### src/rtl/awd_pkg.sv
package awd_pkg;
  localparam int ADDR_W  = 32;
  localparam int PAGE_W  = 16;
  localparam int SIZE_W  = ADDR_W - PAGE_W;
  localparam int HI_W    = 32;
  localparam int XLAT_W  = ADDR_W + HI_W;
  localparam int TGT_W   = 4;
  localparam int ATTR_W  = 8;

  // control word field positions
  localparam int EN_BIT   = 0;
  localparam int TGT_LSB  = 4;
  localparam int ATTR_LSB = 8;
  localparam int SIZE_LSB = 16;

  typedef enum logic [1:0] {
    SEL_CTRL = 2'd0,
    SEL_BASE = 2'd1,
    SEL_RLO  = 2'd2,
    SEL_RHI  = 2'd3
  } reg_sel_e;

  typedef struct packed {
    logic [SIZE_W-1:0] size;
    logic [ATTR_W-1:0] attr;
    logic [TGT_W-1:0]  tgt;
    logic              en;
  } win_ctrl_t;

  function automatic win_ctrl_t unpack_ctrl(input logic [ADDR_W-1:0] d);
    win_ctrl_t c;
    c.size = d[SIZE_LSB +: SIZE_W];
    c.attr = d[ATTR_LSB +: ATTR_W];
    c.tgt  = d[TGT_LSB +: TGT_W];
    c.en   = d[EN_BIT];
    return c;
  endfunction
endpackage

### src/rtl/awd_win_regs.sv
module awd_win_regs
  import awd_pkg::*;
#(
  parameter bit HAS_REMAP = 1'b0
) (
  input  logic              clk,
  input  logic              rst_n,
  input  logic              wr_hit,
  input  logic [1:0]        wr_sel,
  input  logic [ADDR_W-1:0] wr_data,
  output win_ctrl_t         ctrl_q,
  output logic [SIZE_W-1:0] base_q,
  output logic [SIZE_W-1:0] rlo_q,
  output logic [HI_W-1:0]   rhi_q
);
  win_ctrl_t         ctrl_d;
  logic [SIZE_W-1:0] base_d;
  logic              ctrl_we;
  logic              base_we;
  logic              unused_low;

  // reserved control bits and low base bits are not stored
  assign unused_low = ^{wr_data[TGT_LSB-1:EN_BIT+1], wr_data[PAGE_W-1:0]};

  always_comb begin
    ctrl_we = wr_hit && (wr_sel == SEL_CTRL);
    base_we = wr_hit && (wr_sel == SEL_BASE);
    ctrl_d  = unpack_ctrl(wr_data);
    base_d  = wr_data[ADDR_W-1:PAGE_W];
  end

  always_ff @(posedge clk or negedge rst_n) begin
    if (!rst_n) begin
      ctrl_q <= '0;
    end else if (ctrl_we) begin
      ctrl_q <= ctrl_d;
    end
  end

  always_ff @(posedge clk or negedge rst_n) begin
    if (!rst_n) begin
      base_q <= '0;
    end else if (base_we) begin
      base_q <= base_d;
    end
  end

  generate
    if (HAS_REMAP) begin : g_remap
      logic rlo_we;
      logic rhi_we;
      logic [SIZE_W-1:0] rlo_d;
      logic [HI_W-1:0]   rhi_d;

      always_comb begin
        rlo_we = wr_hit && (wr_sel == SEL_RLO);
        rhi_we = wr_hit && (wr_sel == SEL_RHI);
        rlo_d  = wr_data[ADDR_W-1:PAGE_W];
        rhi_d  = wr_data[HI_W-1:0];
      end

      always_ff @(posedge clk or negedge rst_n) begin
        if (!rst_n) begin
          rlo_q <= '0;
        end else if (rlo_we) begin
          rlo_q <= rlo_d;
        end
      end

      always_ff @(posedge clk or negedge rst_n) begin
        if (!rst_n) begin
          rhi_q <= '0;
        end else if (rhi_we) begin
          rhi_q <= rhi_d;
        end
      end
    end else begin : g_no_remap
      assign rlo_q = '0;
      assign rhi_q = '0;
    end
  endgenerate

  AST_CTRL_WRITE: assert property (@(posedge clk) disable iff (!rst_n)
    (wr_hit && wr_sel == SEL_CTRL) |=>
      (ctrl_q.en == $past(wr_data[EN_BIT]) &&
       ctrl_q.size == $past(wr_data[ADDR_W-1:SIZE_LSB])))
    else $error("control write not applied");
endmodule

### src/rtl/awd_win_match.sv
module awd_win_match
  import awd_pkg::*;
#(
  parameter bit HAS_REMAP = 1'b0
) (
  input  logic [ADDR_W-1:0] addr,
  input  win_ctrl_t         ctrl,
  input  logic [SIZE_W-1:0] base_pg,
  input  logic [SIZE_W-1:0] rlo_pg,
  input  logic [HI_W-1:0]   rhi,
  output logic              hit,
  output logic [XLAT_W-1:0] xlat
);
  logic [SIZE_W-1:0] addr_pg;
  logic [SIZE_W-1:0] keep_mask;

  always_comb begin
    addr_pg   = addr[ADDR_W-1:PAGE_W];
    keep_mask = ~ctrl.size;
    hit       = ctrl.en && ((addr_pg & keep_mask) == (base_pg & keep_mask));
  end

  generate
    if (HAS_REMAP) begin : g_xlat
      always_comb begin
        xlat = {rhi, (rlo_pg & keep_mask) | (addr_pg & ctrl.size),
                addr[PAGE_W-1:0]};
      end
    end else begin : g_pass
      logic unused_remap;
      assign unused_remap = ^{rlo_pg, rhi};
      always_comb begin
        xlat = {{HI_W{1'b0}}, addr};
      end
    end
  endgenerate
endmodule

### src/rtl/awd_prio_sel.sv
module awd_prio_sel #(
  parameter int N = 8,
  localparam int IDX_W = $clog2(N)
) (
  input  logic [N-1:0]     hits,
  output logic [N-1:0]     grant,
  output logic [IDX_W-1:0] idx,
  output logic             any
);
  always_comb begin
    grant = '0;
    idx   = '0;
    any   = |hits;
    for (int i = N - 1; i >= 0; i--) begin
      if (hits[i]) begin
        grant    = '0;
        grant[i] = 1'b1;
        idx      = IDX_W'(i);
      end
    end
  end

  always_comb begin
    AST_GRANT_ONEHOT: assert ($onehot0(grant))
      else $error("more than one window granted");
    AST_GRANT_FROM_HIT: assert ((grant & ~hits) == '0)
      else $error("grant without hit");
  end
endmodule

### src/rtl/awd_decoder.sv
module awd_decoder
  import awd_pkg::*;
#(
  parameter int NUM_WIN = 8,
  parameter logic [NUM_WIN-1:0] REMAP_MAP = 8'b0000_0011,
  localparam int IDX_W = $clog2(NUM_WIN)
) (
  input  logic              clk,
  input  logic              rst_n,
  input  logic              cfg_wr_en,
  input  logic [IDX_W-1:0]  cfg_wr_win,
  input  logic [1:0]        cfg_wr_sel,
  input  logic [ADDR_W-1:0] cfg_wr_data,
  input  logic              req_valid,
  input  logic [ADDR_W-1:0] req_addr,
  output logic              rsp_valid,
  output logic              rsp_hit,
  output logic              rsp_miss,
  output logic [IDX_W-1:0]  rsp_win,
  output logic [TGT_W-1:0]  rsp_target,
  output logic [ATTR_W-1:0] rsp_attr,
  output logic [XLAT_W-1:0] rsp_addr
);
  // reset: asynchronous assert, synchronous release
  logic [1:0] rst_sync_q;
  logic       rst_core_n;

  always_ff @(posedge clk or negedge rst_n) begin
    if (!rst_n) begin
      rst_sync_q <= '0;
    end else begin
      rst_sync_q <= {rst_sync_q[0], 1'b1};
    end
  end
  assign rst_core_n = rst_sync_q[1];

  win_ctrl_t         ctrl_a [NUM_WIN];
  logic [SIZE_W-1:0] base_a [NUM_WIN];
  logic [SIZE_W-1:0] rlo_a  [NUM_WIN];
  logic [HI_W-1:0]   rhi_a  [NUM_WIN];
  logic [XLAT_W-1:0] xlat_a [NUM_WIN];
  logic [NUM_WIN-1:0] hit_v;
  logic [NUM_WIN-1:0] en_v;
  logic [NUM_WIN-1:0] wr_hit_v;

  generate
    for (genvar i = 0; i < NUM_WIN; i++) begin : g_win
      assign wr_hit_v[i] = cfg_wr_en && (cfg_wr_win == IDX_W'(i));
      assign en_v[i]     = ctrl_a[i].en;

      awd_win_regs #(.HAS_REMAP(REMAP_MAP[i])) i_regs (
        .clk     (clk),
        .rst_n   (rst_core_n),
        .wr_hit  (wr_hit_v[i]),
        .wr_sel  (cfg_wr_sel),
        .wr_data (cfg_wr_data),
        .ctrl_q  (ctrl_a[i]),
        .base_q  (base_a[i]),
        .rlo_q   (rlo_a[i]),
        .rhi_q   (rhi_a[i])
      );

      awd_win_match #(.HAS_REMAP(REMAP_MAP[i])) i_match (
        .addr    (req_addr),
        .ctrl    (ctrl_a[i]),
        .base_pg (base_a[i]),
        .rlo_pg  (rlo_a[i]),
        .rhi     (rhi_a[i]),
        .hit     (hit_v[i]),
        .xlat    (xlat_a[i])
      );
    end
  endgenerate

  logic [NUM_WIN-1:0] grant_v;
  logic [IDX_W-1:0]   win_idx;
  logic               any_hit;

  awd_prio_sel #(.N(NUM_WIN)) i_prio (
    .hits  (hit_v),
    .grant (grant_v),
    .idx   (win_idx),
    .any   (any_hit)
  );

  // select fields of the granted window (one-hot OR mux)
  logic [TGT_W-1:0]  sel_tgt;
  logic [ATTR_W-1:0] sel_attr;
  logic [XLAT_W-1:0] sel_xlat;

  always_comb begin
    sel_tgt  = '0;
    sel_attr = '0;
    sel_xlat = '0;
    for (int i = 0; i < NUM_WIN; i++) begin
      if (grant_v[i]) begin
        sel_tgt  = sel_tgt  | ctrl_a[i].tgt;
        sel_attr = sel_attr | ctrl_a[i].attr;
        sel_xlat = sel_xlat | xlat_a[i];
      end
    end
  end

  // next state of the response stage
  logic              valid_d;
  logic              hit_d;
  logic              miss_d;
  logic              pay_en;
  logic [IDX_W-1:0]  win_d;
  logic [TGT_W-1:0]  tgt_d;
  logic [ATTR_W-1:0] attr_d;
  logic [XLAT_W-1:0] addr_d;

  always_comb begin
    valid_d = req_valid;
    hit_d   = req_valid && any_hit;
    miss_d  = req_valid && !any_hit;
    pay_en  = req_valid;
    win_d   = any_hit ? win_idx  : '0;
    tgt_d   = any_hit ? sel_tgt  : '0;
    attr_d  = any_hit ? sel_attr : '0;
    addr_d  = any_hit ? sel_xlat : {{HI_W{1'b0}}, req_addr};
  end

  always_ff @(posedge clk or negedge rst_core_n) begin
    if (!rst_core_n) begin
      rsp_valid <= 1'b0;
      rsp_hit   <= 1'b0;
      rsp_miss  <= 1'b0;
    end else begin
      rsp_valid <= valid_d;
      rsp_hit   <= hit_d;
      rsp_miss  <= miss_d;
    end
  end

  always_ff @(posedge clk or negedge rst_core_n) begin
    if (!rst_core_n) begin
      rsp_win    <= '0;
      rsp_target <= '0;
      rsp_attr   <= '0;
      rsp_addr   <= '0;
    end else if (pay_en) begin
      rsp_win    <= win_d;
      rsp_target <= tgt_d;
      rsp_attr   <= attr_d;
      rsp_addr   <= addr_d;
    end
  end

  AST_ONE_FLAG: assert property (@(posedge clk) disable iff (!rst_core_n)
    rsp_valid |-> (rsp_hit ^ rsp_miss))
    else $error("hit/miss not exclusive");
  AST_IDLE_QUIET: assert property (@(posedge clk) disable iff (!rst_core_n)
    !rsp_valid |-> !(rsp_hit || rsp_miss))
    else $error("flag without valid");
  AST_REQ_LATENCY: assert property (@(posedge clk) disable iff (!rst_core_n)
    req_valid |=> rsp_valid)
    else $error("response not one cycle after request");
  AST_LOW_PASS: assert property (@(posedge clk) disable iff (!rst_core_n)
    req_valid |=> (rsp_addr[PAGE_W-1:0] == $past(req_addr[PAGE_W-1:0])))
    else $error("low address bits altered");
  AST_DISABLED_MISS: assert property (@(posedge clk) disable iff (!rst_core_n)
    (req_valid && en_v == '0) |=> rsp_miss)
    else $error("hit with every window disabled");
endmodule

### config.mk
export PLATFORM = sky130hd
export DESIGN_NAME = awd_decoder
export DESIGN_NICKNAME = d
export VERILOG_FILES = /design/src/rtl/awd_pkg.sv /design/src/rtl/awd_win_regs.sv /design/src/rtl/awd_win_match.sv /design/src/rtl/awd_prio_sel.sv /design/src/rtl/awd_decoder.sv
export SDC_FILE = /design/constraint.sdc
export NUM_CORES = 1
export LEC_CHECK = 0
export BUFFER_PORTS_ARGS = -buffer_cell sky130_fd_sc_hd__clkbuf_2
export CAP_MARGIN = 20
export CORE_MARGIN = 4
export CORE_UTILIZATION = 40
export CTS_BUF_LIST = sky130_fd_sc_hd__clkbuf_4 sky130_fd_sc_hd__clkbuf_8 sky130_fd_sc_hd__clkbuf_16
export DETAILED_ROUTE_END_ITERATION = 8
export PLACE_DENSITY = 0.66
export SLEW_MARGIN = 0
export SYNTH_ARGS = -nofsm -noshare
export SYNTH_HDL_FRONTEND = slang
export SYNTH_SLANG_ARGS = --single-unit
export TNS_END_PERCENT = 1
### constraint.sdc
create_clock -name clk -period 15.33 [get_ports clk]
set_input_delay 0.7665 -clock clk [delete_from_list [all_inputs] [get_ports clk]]
set_output_delay 0.7665 -clock clk [all_outputs]
set_load 0.02 [all_outputs]
### Yosys cells after proc, flatten, opt, wreduce, memory -nomap -nowiden

Cells that the tools add are included.

* bits of input ports: 73
* output and inout bits: 82
* bits in read-only memories: 0
* latch bits: 0
* register bits: 540
* memory bits (writable): 0
* memories kept: 0

* equal/unequal tests: 18
* order comparisons: 0
* shift operators: 0
* add/subtract/negate cells: 0
* bitwise operators: 51
* reduce and logical (&&, ||, !) cells: 42
* muxes and demuxes: 44
* divide/modulo/power cells: 0
* multipliers: 0

Operators by type and width (number)
* 2-to-1 mux 64 bit: 9
* bitwise OR 64 x 32 -> 64 bit: 6
* bitwise AND 16 bit: 20
* 2-to-1 mux 8 bit: 17
* equality test 16 bit: 8
* NOT 16 bit: 8
* bitwise OR 64 bit: 1
* bitwise OR 8 bit: 7
* logical AND 1 bit: 38
* 2-to-1 mux 4 bit: 9
* bitwise OR 16 bit: 2
* bitwise OR 4 bit: 7
* 2-to-1 mux 3 bit: 9
* equality test 3 bit, second input constant: 4
* OR reduction 8 bit: 1
* equality test 3 x 2 -> 1 bit, second input constant: 2
* equality test 2 bit, second input constant: 2
* equality test 3 x 1 -> 1 bit, second input constant: 1
* logical NOT 3 bit: 1
* equality test 2 x 1 -> 1 bit, second input constant: 1
* logical NOT 2 bit: 1
* logical NOT 1 bit: 1

### Logic depth before layout (Yosys ltp)

* word-level depth: 28
* depth in mapped cells: 11
* gate-level depth less buffers: 8

### Cells and area by module

From an unflattened synthesis, not the netlist that was laid out.

* cell total of the unflattened synthesis: 2805
* area, all modules: 32160.8 um^2

By module, submodules not included
* awd_win_regs at g_win[2].i_regs ...: instances 6, area an instance 2110.8 um^2, cells each 145
* awd_win_regs at g_win[0].i_regs ...: instances 2, area an instance 3463.3 um^2, cells each 198
* awd_decoder: instances 1, area an instance 6665.1 um^2, cells each 761
* awd_win_match at g_win[2].i_match ...: instances 6, area an instance 706.9 um^2, cells each 95
* awd_win_match at g_win[0].i_match ...: instances 2, area an instance 759.5 um^2, cells each 92
* awd_prio_sel: instances 1, area an instance 143.9 um^2, cells each 24

### Worst setup path before layout

Ideal clock, no wire load.

* kind: input -> register
* start point: input port req_addr[19]
* end point: register rsp_attr[0]
* data required time: 15.191 ns
* path buffers: 3
* cell stages on the path: 11
* arrival time: 2.462 ns
* setup slack: 12.728 ns
* path through: buf_4 -> xnor2_1 -> o22ai_1 -> nor4_2 -> and3_1 -> buf_4 -> nor2_2 -> buf_6 -> a221o_1 -> a22oi_1 -> a32oi_1

* word-level cells in the longest chain between the ends: 26
* elaborated cells on any way between the ends: 49

RTL lines
* from (decl): RTL line awd_decoder.sv:15 `input logic [ADDR_W-1:0] req_addr,`
* bitwise AND 16 bit: RTL line awd_win_match.sv:20 `hit = ctrl.en && ((addr_pg & keep_mask) == (base_pg & keep_mask));`
* equality test 16 bit: RTL line awd_win_match.sv:20
* logical AND 1 bit: RTL line awd_win_match.sv:20
* 2-to-1 mux 8 bit (7 in a row): RTL line awd_prio_sel.sv:15 `if (hits[i]) begin`
* 2-to-1 mux 8 bit: RTL line awd_decoder.sv:96 `if (grant_v[i]) begin`
* bitwise OR 8 bit: RTL line awd_decoder.sv:98 `sel_attr = sel_attr | ctrl_a[i].attr;`
* 2-to-1 mux 8 bit: RTL line awd_decoder.sv:96
* bitwise OR 8 bit: RTL line awd_decoder.sv:98
* (+4 left out)
* 2-to-1 mux 8 bit: RTL line awd_decoder.sv:96
* bitwise OR 8 bit: RTL line awd_decoder.sv:98
* 2-to-1 mux 8 bit: RTL line awd_decoder.sv:96
* bitwise OR 8 bit: RTL line awd_decoder.sv:98
* 2-to-1 mux 8 bit: RTL line awd_decoder.sv:96
* bitwise OR 8 bit: RTL line awd_decoder.sv:98
* 2-to-1 mux 8 bit: RTL line awd_decoder.sv:96
* 2-to-1 mux 8 bit *: RTL line awd_decoder.sv:121 `attr_d = any_hit ? sel_attr : '0;`
* to (signal assigned): RTL line awd_decoder.sv:146 `rsp_attr <= attr_d;`
* to (decl): RTL line awd_decoder.sv:21 `output logic [ATTR_W-1:0] rsp_attr,`

Mark *: on every way between the ends. The rest lies on a longest branch, timed or not.
A chain may end at the register's enable or synchronous reset.

### Worst setup path after layout

* start point: input port req_addr[27]
* end point: register rsp_addr[59]

* word-level cells in the longest chain between the ends: 26
* elaborated cells on any way between the ends: 49

RTL lines
* bitwise AND 16 bit: RTL line awd_win_match.sv:20
* equality test 16 bit: RTL line awd_win_match.sv:20
* logical AND 1 bit: RTL line awd_win_match.sv:20
* 2-to-1 mux 8 bit (7 in a row): RTL line awd_prio_sel.sv:15
* 2-to-1 mux 64 bit: RTL line awd_decoder.sv:96
* bitwise OR 64 bit: RTL line awd_decoder.sv:99 `sel_xlat = sel_xlat | xlat_a[i];`
* 2-to-1 mux 64 bit: RTL line awd_decoder.sv:96
* bitwise OR 64 x 32 -> 64 bit: RTL line awd_decoder.sv:99
* (+4 left out)
* 2-to-1 mux 64 bit: RTL line awd_decoder.sv:96
* bitwise OR 64 x 32 -> 64 bit: RTL line awd_decoder.sv:99
* 2-to-1 mux 64 bit: RTL line awd_decoder.sv:96
* bitwise OR 64 x 32 -> 64 bit: RTL line awd_decoder.sv:99
* 2-to-1 mux 64 bit: RTL line awd_decoder.sv:96
* bitwise OR 64 x 32 -> 64 bit: RTL line awd_decoder.sv:99
* 2-to-1 mux 64 bit: RTL line awd_decoder.sv:96
* 2-to-1 mux 64 bit *: RTL line awd_decoder.sv:122 `addr_d = any_hit ? sel_xlat : {{HI_W{1'b0}}, req_addr};`
* to (signal assigned): RTL line awd_decoder.sv:147 `rsp_addr <= addr_d;`
* to (decl): RTL line awd_decoder.sv:22 `output logic [XLAT_W-1:0] rsp_addr`

Marks and branches as above.

==> results.txt <==
core footprint: 58910 sq um
H-tree depth reported by CTS: 2
Final period util: 0.2459
Avg Cell Area, Syn: 13.53 sq um
Hold Crit Class: reg2async
vias in the first global route: 15960
Seq pwr share: 0.477
total iterations of the first detailed-routing run: 5
routability cong.: 0.8162
Int Power: 0.002829 W
Worst-path clk slew: 0.06 ns
Buffers on Ports: 154
Reg-to-Reg Start: g_win[0].i_regs.base_q[12]$_DFFE_PN0P_
Die X: 251.7 um
post-cts resize count: 0
Sequential Area: 13520 sq um
register area share after synthesis: 0.5687
element type at the critical path end: flip-flop
synthesized area: 23760 sq um
Comb pwr share: 0.142
Design Area, Final: 27150 sq um
wire length per cell: 24.52 um
Total Wirelength: 65.69 mm
largest family of logic cells by synthesized area: multiplexers
Starting Density: 0.4033
mux contribution to synthesized area: 0.2296
max cap viols: 0
Main synth FF type: dfrtp_1
Post-synth EDFFs: 0
Worst Clk Skew: 0.04665 ns
post-synthesis compound-gate area fraction: 0.07188
Remaining DRCs: 0
Area Overhead vs Synth: 14.27%
routed via count: 15210
Layout Nets: 1932
Fillers: 5286
Hold Vio Cnt, Final: 0
status: completed
CTS sink cnt: 540
synthesized net count: 1829
P_leak: 12.01 nW
Required @ worst endpoint: 15.79 ns
DR iter-0 viols: 1007
cell count after synthesis: 1756
Setup violations, final: 0
Util after Layout: 0.4609
post-synth top area share: 0.5687
Clock Tree Root: clkbuf_16
Clk pwr share: 0.381
Setup CP Type: in2reg
initial antenna violation count: 5
worst relative slew slack: 0.1982
largest net degree at the start of global routing: 187
Fin Setup TNS: 0 ns
Worst VDD drop: 0.00009876 V
Final ANT Viol Nets: 0
Slew @ Worst Pin: 1.203 ns
Bufs on Longest Clock Path: 3
top cell type by total area after synthesis: dfrtp_1
startpoint class of the critical path: input port
DIE AREA: 63360 sq um
Remaining Overflow, GRT: 0
Synth Area in XOR/XNOR: 0.04718
hpwl dp: 41.70 mm
Num CTS Buffers: 57
first-pass GRT wire length: 101.0 mm
RSZ-0062 raised after global routing: no
CTS tree: built
critical path startpoint: req_addr[27]
largest cells by area after synthesis: dfrtp_1 57%, mux2_2 22%, xnor2_1 4.7%, a22oi_1 1.6%, o22ai_1 1.4%
Yosys reg bits: 540
Post-DP Area: 25020 sq um
synth warn: 0
Post-Synth Adder-Cell Area: 0
switching part of the total: 0.2591
Die Y: 251.7 um
share of cells above drive strength 1: 0.4162
GRT Resource Usage Total: 0.2060
Sw Pwr: 0.0009891 W
Synth async-reset ratio: 1.000
CP max FO: 46
footprint of the multi-input gates: 9498 sq um
Arrival @ worst endpoint: 4.23 ns
std cell rows: 89
max-slew violations: 0
Via density: 5.676
Synth cell types: 52
Simple-Gate Fraction of Synth Area: 0.05039
Max Clk Rate: 265.3 MHz
num ports: 155
clk_lat worst skew: 0.64 ns
pwr dens: 140.6 nW/um^2
Tmin final: 3.770 ns
==> critical path: stages <==
cell and delay (ns):
clkbuf_2 0.28, xnor2_1 0.23, o22ai_1 0.29, nor3_1 0.13, nand3_2 0.59, and4_4 0.53, nand2_1 0.15, o21ai_4 0.43
buf_4 0.58, o2bb2ai_1 0.16
==> metrics by stage <==
step / setup WS [ns] / std cells / hold slack [ns] / power [W]
after floorplan: 6.541 / 1756 / 0.3311 / 0.002214
after global placement: 11.05 / 2566 / 0.3337 / 0.002349
after detailed placement: 11.01 / 2566 / 0.3434 / 0.002382
after CTS: 11.43 / 2670 / 0.3367 / 0.003846
after global routing: 11.44 / 2677 / 0.3461 / 0.003991
final: 11.56 / 2679 / 0.3382 / 0.003818
==> metal layers <==
| metal | track usage | routed length [um] | up-vias |
|---|---|---|---|
| met1 | 0.2783 | 28310 | 8068 |
| met4 | 0.05754 | 1807 | 4 |
| li1 | - | - | 6590 |
| met3 | 0.04237 | 3897 | 119 |
| met2 | 0.3401 | 31640 | 425 |
| met5 | 0 | 25 | - |
==> synthesized netlist by cell type, drive strengths merged, types with 5 or more instances <==
cell,count
inv,5
o22ai,52
a221o,12
xnor2,128
a32oi,12
nand2,48
buf,66
o21ai,31
dfrtp,540
mux2i,14
mux2,472
a222oi,12
o22a,7
clkbuf,83
a22oi,51
nand2b,14
o2bb2ai,32
nor4,13
o41ai,9
nor3,41
nand4,28
nor2b,5
nor2,52
nand3,10
and3,5
==> cell type report <==
type,count,share of cell area
timing repair buffer,193,0.04208
sequential,540,0.4979
multi-input combinational,1062,0.3498
antenna,3,0.0002765
clock buffer,84,0.06254
clock inverter,19,0.01111
tap,773,0.03562
inverter,5,0.0006913
==> final timing paths <==
check	slack, ns	depth (start not counted)	end
worst max-delay path	11.56	10	rsp_addr[59]$_DFFE_PN0P_
worst max register to register	11.67	9	rsp_addr[59]$_DFFE_PN0P_
worst min-delay path	0.34	0	rsp_addr[58]$_DFFE_PN0P_
min in group clk	0.36	0	rst_sync_q[1]$_DFF_PN0_
max in group asynchronous	12.18	5	g_win[6].i_regs.base_q[0]$_DFFE_PN0P_
worst min register to register	0.34	0	rsp_addr[58]$_DFFE_PN0P_
==> registers in the layout (all words and copies together) (netlist names) <==
signal / count
rsp_miss: 1
rst_sync_q: 2
rsp_addr: 64
g_win.i_regs.base_q: 128
rsp_win: 3
rsp_attr: 8
g_win.i_regs.rhi_q: 64
g_win.i_regs.ctrl_q: 232
rsp_target: 4
g_win.i_regs.rlo_q: 32
rsp_valid: 1
rsp_hit: 1
==> placed cells by master (no fill, tap or decap), drive strengths merged, types with 10 or more instances in the layout <==
master,instances
nor2,52
mux2,472
mux2i,14
dfrtp,540
nand3,10
xnor2,128
a32oi,12
nand4,28
o21ai,31
nor4,13
nor3,41
a222oi,12
o22ai,52
clkbuf,238
buf,38
nand2b,14
a221o,12
a22oi,51
o2bb2ai,32
nand2,48
==> power groups by stage <==
stage	combinational (W)	clock [W]	sequential, W
floorplan	0.000386	0	0.00183
global placement	0.000519	0	0.00183
detailed placement	0.000537	0	0.00185
CTS	0.000540	0.00149	0.00182
global route	0.000589	0.00155	0.00185
finish	0.000541	0.00146	0.00182
==> what timing repair did <==
item	in CTS	in global routing
hold buffers	1	0
hold endpoints to repair	2	0
buffers inserted	0	0
==> cells by family (layout without fill, tap and decap cells) <==
logic type / count (synthesis) / in the layout
AO/OA/AOI/OAI: 223 / 223
XOR/XNOR: 128 / 128
other: 1 / 4
AND/OR/NAND/NOR: 224 / 224
multiplexers: 486 / 486
flip-flops: 540 / 540
buffers and inverters: 154 / 301
No activity file was read; power rests on OpenSTA's default activity.
